`config.mk`:
```
export PLATFORM = sky130hd
export DESIGN_NAME = alm_match_irq
export DESIGN_NICKNAME = d
export VERILOG_FILES = /design/src/rtl/alm_pkg.sv /design/src/rtl/alm_field_cmp.sv /design/src/rtl/alm_regs.sv /design/src/rtl/alm_flag.sv /design/src/rtl/alm_match_irq.sv
export SDC_FILE = /design/constraint.sdc
export NUM_CORES = 1
export LEC_CHECK = 0
export BUFFER_PORTS_ARGS = -buffer_cell sky130_fd_sc_hd__buf_2
export CAP_MARGIN = 10
export CORE_MARGIN = 4
export CORE_UTILIZATION = 47
export DETAILED_ROUTE_END_ITERATION = 16
export PLACE_DENSITY = 0.75
export REMOVE_ABC_BUFFERS = 1
export SLEW_MARGIN = 25
export SYNTH_ARGS = -nofsm -noshare
export SYNTH_HDL_FRONTEND = slang
export SYNTH_HIERARCHICAL = 1
export SYNTH_SLANG_ARGS = --single-unit
```
`constraint.sdc`:
```
create_clock -name clk -period 1.35 [get_ports clk]
set_clock_uncertainty 0.2 [all_clocks]
set_input_delay 0.27 -clock clk [delete_from_list [all_inputs] [get_ports clk]]
set_output_delay 0.27 -clock clk [all_outputs]
set_load 0.05 [all_outputs]
```
`src/rtl/alm_pkg.sv`:
```
package alm_pkg;
  localparam int BYTE_W     = 8;
  localparam int REG_AW     = 3;
  localparam int FIELD_CNT  = 4;
  localparam int WILD_BIT   = 7;
  localparam int FLAG_BIT   = 6;
  localparam int IEN_BIT    = 6;
  localparam logic [REG_AW-1:0] A_STATUS = 3'd0;
  localparam logic [REG_AW-1:0] A_ALM0   = 3'd1;
  localparam logic [REG_AW-1:0] A_IEN    = 3'd5;
  // field index: 0 seconds, 1 minutes, 2 hours, 3 date
endpackage

```
`src/rtl/alm_field_cmp.sv`:
```
module alm_field_cmp #(
  parameter int W = 8
) (
  input  logic [W-1:0] alarm_val,
  input  logic [W-1:0] cur_val,
  output logic         hit
);
  localparam logic [W-1:0] CMP_MASK = {1'b0, {(W-1){1'b1}}};
  logic eq;
  assign eq  = ((alarm_val ^ cur_val) & CMP_MASK) == '0;
  assign hit = alarm_val[W-1] | eq;
endmodule

```
`src/rtl/alm_regs.sv`:
```
module alm_regs
  import alm_pkg::*;
#(
  parameter int W  = BYTE_W,
  parameter int N  = FIELD_CNT,
  parameter int AW = REG_AW
) (
  input  logic                clk,
  input  logic                rst_n,
  input  logic                wr_en,
  input  logic [AW-1:0]       addr,
  input  logic [W-1:0]        wdata,
  output logic [N-1:0][W-1:0] alarm_o,
  output logic                ien_o
);
  localparam logic [W-1:0] WILD_RST = W'(1) << (W-1);

  for (genvar g = 0; g < N; g++) begin : g_alm
    localparam logic [AW-1:0] MY_ADDR = AW'(int'(A_ALM0) + g);
    always_ff @(posedge clk or negedge rst_n) begin
      if (!rst_n)                          alarm_o[g] <= WILD_RST;
      else if (wr_en && addr == MY_ADDR)   alarm_o[g] <= wdata;
    end
  end

  always_ff @(posedge clk or negedge rst_n) begin
    if (!rst_n)                      ien_o <= 1'b0;
    else if (wr_en && addr == A_IEN) ien_o <= wdata[IEN_BIT];
  end
endmodule

```
`src/rtl/alm_flag.sv`:
```
module alm_flag (
  input  logic clk,
  input  logic rst_n,
  input  logic sec_tick,
  input  logic all_hit,
  input  logic clr_req,
  output logic flag_q
);
  logic set_ev;
  assign set_ev = sec_tick & all_hit;

  always_ff @(posedge clk or negedge rst_n) begin
    if (!rst_n)       flag_q <= 1'b0;
    else if (set_ev)  flag_q <= 1'b1;
    else if (clr_req) flag_q <= 1'b0;
  end


  match_sets_flag_chk: assert property (@(posedge clk) disable iff (!rst_n)
    (sec_tick && all_hit) |=> flag_q);

  no_tick_no_rise_chk: assert property (@(posedge clk) disable iff (!rst_n)
    !sec_tick |=> !$rose(flag_q));

  read_clears_chk: assert property (@(posedge clk) disable iff (!rst_n)
    (clr_req && !(sec_tick && all_hit)) |=> !flag_q);

  set_beats_clear_chk: assert property (@(posedge clk) disable iff (!rst_n)
    (clr_req && sec_tick && all_hit) |=> flag_q);
endmodule

```
`src/rtl/alm_match_irq.sv`:
```
module alm_match_irq
  import alm_pkg::*;
(
  input  logic              clk,
  input  logic              rst_n,
  input  logic              sec_tick,
  input  logic [BYTE_W-1:0] cur_sec,
  input  logic [BYTE_W-1:0] cur_min,
  input  logic [BYTE_W-1:0] cur_hour,
  input  logic [BYTE_W-1:0] cur_date,
  input  logic              bus_wr,
  input  logic              bus_rd,
  input  logic [REG_AW-1:0] bus_addr,
  input  logic [BYTE_W-1:0] bus_wdata,
  output logic [BYTE_W-1:0] bus_rdata,
  output logic              irq_n
);
  logic [FIELD_CNT-1:0][BYTE_W-1:0] alarm_v;
  logic [FIELD_CNT-1:0][BYTE_W-1:0] cur_v;
  logic [FIELD_CNT-1:0]             hit_v;
  logic ien, flag, all_hit, clr_req;

  assign cur_v = {cur_date, cur_hour, cur_min, cur_sec};

  alm_regs u_regs (
    .clk(clk), .rst_n(rst_n), .wr_en(bus_wr), .addr(bus_addr),
    .wdata(bus_wdata), .alarm_o(alarm_v), .ien_o(ien)
  );

  for (genvar g = 0; g < FIELD_CNT; g++) begin : g_cmp
    alm_field_cmp #(.W(BYTE_W)) u_cmp (
      .alarm_val(alarm_v[g]), .cur_val(cur_v[g]), .hit(hit_v[g])
    );
  end

  assign all_hit = &hit_v;
  assign clr_req = bus_rd && (bus_addr == A_STATUS);

  alm_flag u_flag (
    .clk(clk), .rst_n(rst_n), .sec_tick(sec_tick), .all_hit(all_hit),
    .clr_req(clr_req), .flag_q(flag)
  );

  always_comb begin
    bus_rdata = '0;
    if (bus_addr == A_STATUS)   bus_rdata[FLAG_BIT] = flag;
    else if (bus_addr == A_IEN) bus_rdata[IEN_BIT]  = ien;
    else begin
      for (int i = 0; i < FIELD_CNT; i++)
        if (bus_addr == REG_AW'(int'(A_ALM0) + i)) bus_rdata = alarm_v[i];
    end
  end

  assign irq_n = ~(flag & ien);

  logic all_wild;
  always_comb begin
    all_wild = 1'b1;
    for (int i = 0; i < FIELD_CNT; i++) all_wild &= alarm_v[i][WILD_BIT];
  end


  all_wild_tick_chk: assert property (@(posedge clk) disable iff (!rst_n)
    (all_wild && sec_tick) |=> flag);

  irq_needs_enable_chk: assert property (@(posedge clk) disable iff (!rst_n)
    !ien |-> irq_n);
endmodule

```
* After elaboration in Yosys (flattened, before gate mapping)
Cells that the tools add are included.
Storage, ports and cells: flip-flop bits (word level) 34, output and inout bits 9, logic and storage cells 47
Cells by class: equality and inequality tests 5, mux-type cells 12, bitwise gates (word level) 11, reductions and logical operators 13
Operators with widths (number):
- $logic_not 8->1 | 4
- $mux 8 | 4
- $xor 7x7->7 | 4
- $mux 6 | 2
- $eq 3x2->1 const B | 2
- $eq 3x3->1 const B | 2
- $logic_and 1x1->1 | 6
- $mux 1 | 6
- $or 1x1->1 | 4
- $reduce_and 4->1 | 1
- $eq 3x1->1 const B | 1
- $logic_not 3->1 | 1
- $and 1x1->1 | 2
- $reduce_bool 2->1 | 1
- $not 1->1 | 1

* Logic depth before layout (Yosys ltp)
depth in word-level cells 7, mapped depth 6, mapped depth without buffers 6

* By module
The synthesis kept the hierarchy.
Modules (own cells, without submodules):
- alm_regs | times used 1, cells an instance 74, area each 1387.6 um^2
- alm_match_irq | times used 1, cells an instance 39, area each 335.3 um^2
- alm_field_cmp | times used 4, cells an instance 9, area each 77.6 um^2
- alm_flag | times used 1, cells an instance 4, area each 41.3 um^2

* Worst setup path before layout
No wires, ideal clock.
path kind input-to-output, from input bus_addr[0], to output bus_rdata[0], arrival 1.448 ns, required time 0.880 ns, slack -0.568 ns, cell stages on the path 4, buffers on the path 1, path through and2b_1 > buf_6 > a22oi_2 > o22ai_1
Between the ends: word-level cells in the longest chain between the ends 7, elaborated cells on any way between the ends 12
Ends and longest elaborated chain:
- start, declared | RTL line alm_match_irq.sv:13 | input logic [REG_AW-1:0] bus_addr,
- $eq 3x1->1 | RTL line alm_match_irq.sv:50 | if (bus_addr == REG_AW'(int'(A_ALM0) + i)) bus_rdata = alarm_v[i];
- $mux 8 (4 in a row) | RTL line alm_match_irq.sv:50
- $mux 6 | RTL line alm_match_irq.sv:47 | else if (bus_addr == A_IEN) bus_rdata[IEN_BIT] = ien;
- $mux 6 (*) | RTL line alm_match_irq.sv:46 | if (bus_addr == A_STATUS) bus_rdata[FLAG_BIT] = flag;
- end, declared | RTL line alm_match_irq.sv:15 | output logic [BYTE_W-1:0] bus_rdata,
Mark *: on every way between the ends. The rest lies on a longest branch, timed or not.

* Worst setup path after layout
from register u_regs/alarm_o[6] (netlist name), to output bus_rdata[6]
Between the ends: word-level cells in the longest chain between the ends 6
Ends and longest elaborated chain:
- start, declared | RTL line alm_regs.sv:13 | output logic [N-1:0][W-1:0] alarm_o,
- start signal, assigned by index | RTL line alm_regs.sv:22 | else if (wr_en && addr == MY_ADDR) alarm_o[g] <= wdata;
- $mux 8 (4 in a row) | RTL line alm_match_irq.sv:50
- $mux 1 | RTL line alm_match_irq.sv:47
- $mux 1 | RTL line alm_match_irq.sv:46
Every way passes these cells.

==> results.cfg <==
[route]
drtIter0Drc = 82
viasPerCell = 5.39
wl_mm = 5.64
postRouteAntennaNets = 0
vias = 1665
wl_per_cell_um = 18.3
firstDrtPassIters = 4
drc_errors = 0

[timing]
period_share_pct = 137
fin_ws_ns = -0.498
period_minus_slack_ns = 1.85
final-max-slew-violation-count = 0
tightest_slew_ns = 0.349
rsz0062_at_grt = yes
fmax_mhz = 541
hold_viol_final = 0
whs_ns = 0.0831
setup_viol = 10
relSlewSlack_pct = 76.4

[grt]
antenna_found_initial = 0
overflow = 0
grt_first_pass_wirelength_mm = 9.05
track_usage_pct = 22.0
grt_max_degree = 27
grt_pass1_vias = 1874

[worst_setup_path]
worstPathRequired_ns = 0.88
r2r_start = u_regs/alarm_o[17]
start_kind = flop
reg2reg_to = u_flag/flag_q
end_kind = primary output
slowest_delay_ns = 0.40
critical_path.cell_chain = mux2_4 > a21oi_2 > o221ai_2 > buf_6
critPathSlowestCell = dfrtp_1
worstPathArrival_ns = 1.38
crit_family = flip-flops
path_buf_inv = 1
reg2regPathDepth = 6
path_class = flop to primary output
r2r_slack_ns = -0.46
path_max_fanout = 2

[clocking]
ctsRootBufferMaster = clkbuf_8
insertion_delay_ns = 0.28
clock-sinks = 34
cts_buffers = 5
clk_path_buf_depth = 2
cts_tree = built
clk_pin_slew_ns = 0.07
htree_levels = 2

[synth]
ys_seq_area_share_pct = 41.3
synth_top_family_by_area = multiplexers
postSynth.asyncResetShare_pct = 100
synth_xor_area_share_pct = 11.8
synth.top_cells.by_area = dfrtp_1, mux2_4, xor2_1
muxShareOfSynthArea_pct = 27.2
netlist_area_um2 = 2070
yosysTopAreaCell = dfrtp_1
ys_types = 32
synth_edf_count = 0
ys_seq_elements = 34
synth_compound_area_share_pct = 9.35
ys.flop_type = dfrtp_1
synth_simple_gate_area_share_pct = 7.06
synth_top_cell_area_share_pct = 36.2
yosysWarnings = 6
synthAdderAreaFrac_pct = 0
synth_cells = 153
syn_avg_cell_area_um2 = 13.6

[final_layout]
antenna_cells = 0
area_growth_pct = 45.3
fin_util_pct = 72.7
drive_gt1_share_pct = 64.5
fin_nets = 306
fin_area_um2 = 3010

[hold_path]
hp-class = input port to flop
min_to = u_regs/alarm_o[3]
hold_start = bus_wdata[3]
worstHoldPathCells = 2

[floorplan]
dieHeight_um = 74.4
rows = 23
die_area_um2 = 5540
io_pins = 57
chipWidth_um = 74.4
start_util_pct = 50.1
core-area_um2 = 4140

[power]
p_leak_nw = 1.43
cellPowerDensity_nw_per_um2 = 1310
finalPower_mw = 3.95
worst_ir_drop_vdd_uv = 773

[place]
place_area_um2 = 2700
gp_congestion = 0.844
preCtsSetupSlack_ns = -0.431
hpwlAfterDp_mm = 4.16
portBuffers = 52

[status]
status = complete, but fails checks
violations = setup timing

[job]
drv_cap = 0
-- cell usage after synthesis (2+ instances only) --
cell	instances
dfrtp_1	30
mux2_4	24
xor2_1	16
xnor2_1	12
mux2_2	10
mux2i_1	8
a22oi_2	7
o22ai_1	7
a41o_1	4
buf_6	4
dfstp_2	4
nor4_1	4
and4bb_1	3
nand2_1	2
-- registers in the layout, indices dropped and copies added (netlist names) --
register and cells:
u_regs/alarm_o 32, u_regs/ien_o 1, u_flag/flag_q 1
-- layout by cell type, fill, tap and decap left out, types with 2 or more instances in the layout --
cell,instances
buf_2,41
buf_4,40
dfrtp_1,30
mux2_4,25
buf_6,19
xor2_1,16
xnor2_1,12
mux2_2,10
a22oi_2,7
o22ai_1,7
mux2i_1,6
clkbuf_8,6
a41o_1,4
dfstp_2,4
buf_12,3
mux2i_2,2
nor4_1,2
nor4_2,2
dlygate4sd3_1,2
and4bb_1,2
-- metrics by stage --
stage,cells,TNS [ns]
4_1_cts,305,-3.82
5_1_grt,309,-4.56
2_1_floorplan,145,-8.15
3_5_place_dp,291,-12.07
6_report,309,-4.04
3_3_place_gp,291,-11.49
-- timing repair --
item	4_1_cts	5_1_grt
setup buffers	4	4
hold endpoints to repair	31	0
hold buffers	2	0
pin swaps	12	5
resized for setup	37	4
setup endpoints to repair	19	15
cloned	0	0
-- how the worst max path moves through the flow --
stage                                 start            to  slack, ns  cells past startpoint
after floorplan                 bus_addr[0]  bus_rdata[0]      -0.76                      3
after global placement          bus_addr[0]  bus_rdata[6]      -0.41                      6
after detailed placement        bus_addr[0]  bus_rdata[6]      -0.43                      6
after CTS                      u_regs/ien_o  bus_rdata[6]      -0.51                      4
after global routing           u_regs/ien_o  bus_rdata[6]      -0.55                      4
final                     u_regs/alarm_o[6]  bus_rdata[6]      -0.50                      4
-- report_power, final --
part           internal (mW)  switching (mW)
Combinational          0.998           0.689
Clock                  0.412           0.373
Sequential              1.27           0.207
-- cells by family (layout without fill, tap and decap cells) --
kind of cell	count (synthesis)	count (layout)
flip-flops	34	34
AO/OA/AOI/OAI	21	21
buffers and inverters	9	115
XOR/XNOR	28	28
multiplexers	43	43
AND/OR/NAND/NOR	18	18
-- final cells by class --
cell class | count | area (µm²)
Clock inverter | 1 | 5.00
Multi-Input combinational cell | 110 | 1190
Tap cell | 50 | 62.6
Clock buffer | 7 | 86.3
Timing Repair Buffer | 106 | 815
Sequential cell | 34 | 856
Fill cell | 291 | 1130
Inverter | 1 | 3.75
-- metal layers --
metal	global-route usage [%]	up-vias	part of all wire, %
li1	-	776	-
met1	28.1	794	43
met2	34.0	72	45
met3	5.81	23	7.5
met4	11.5	0	4.6
met5	0	-	0
Power figures use the tool's default switching activity.
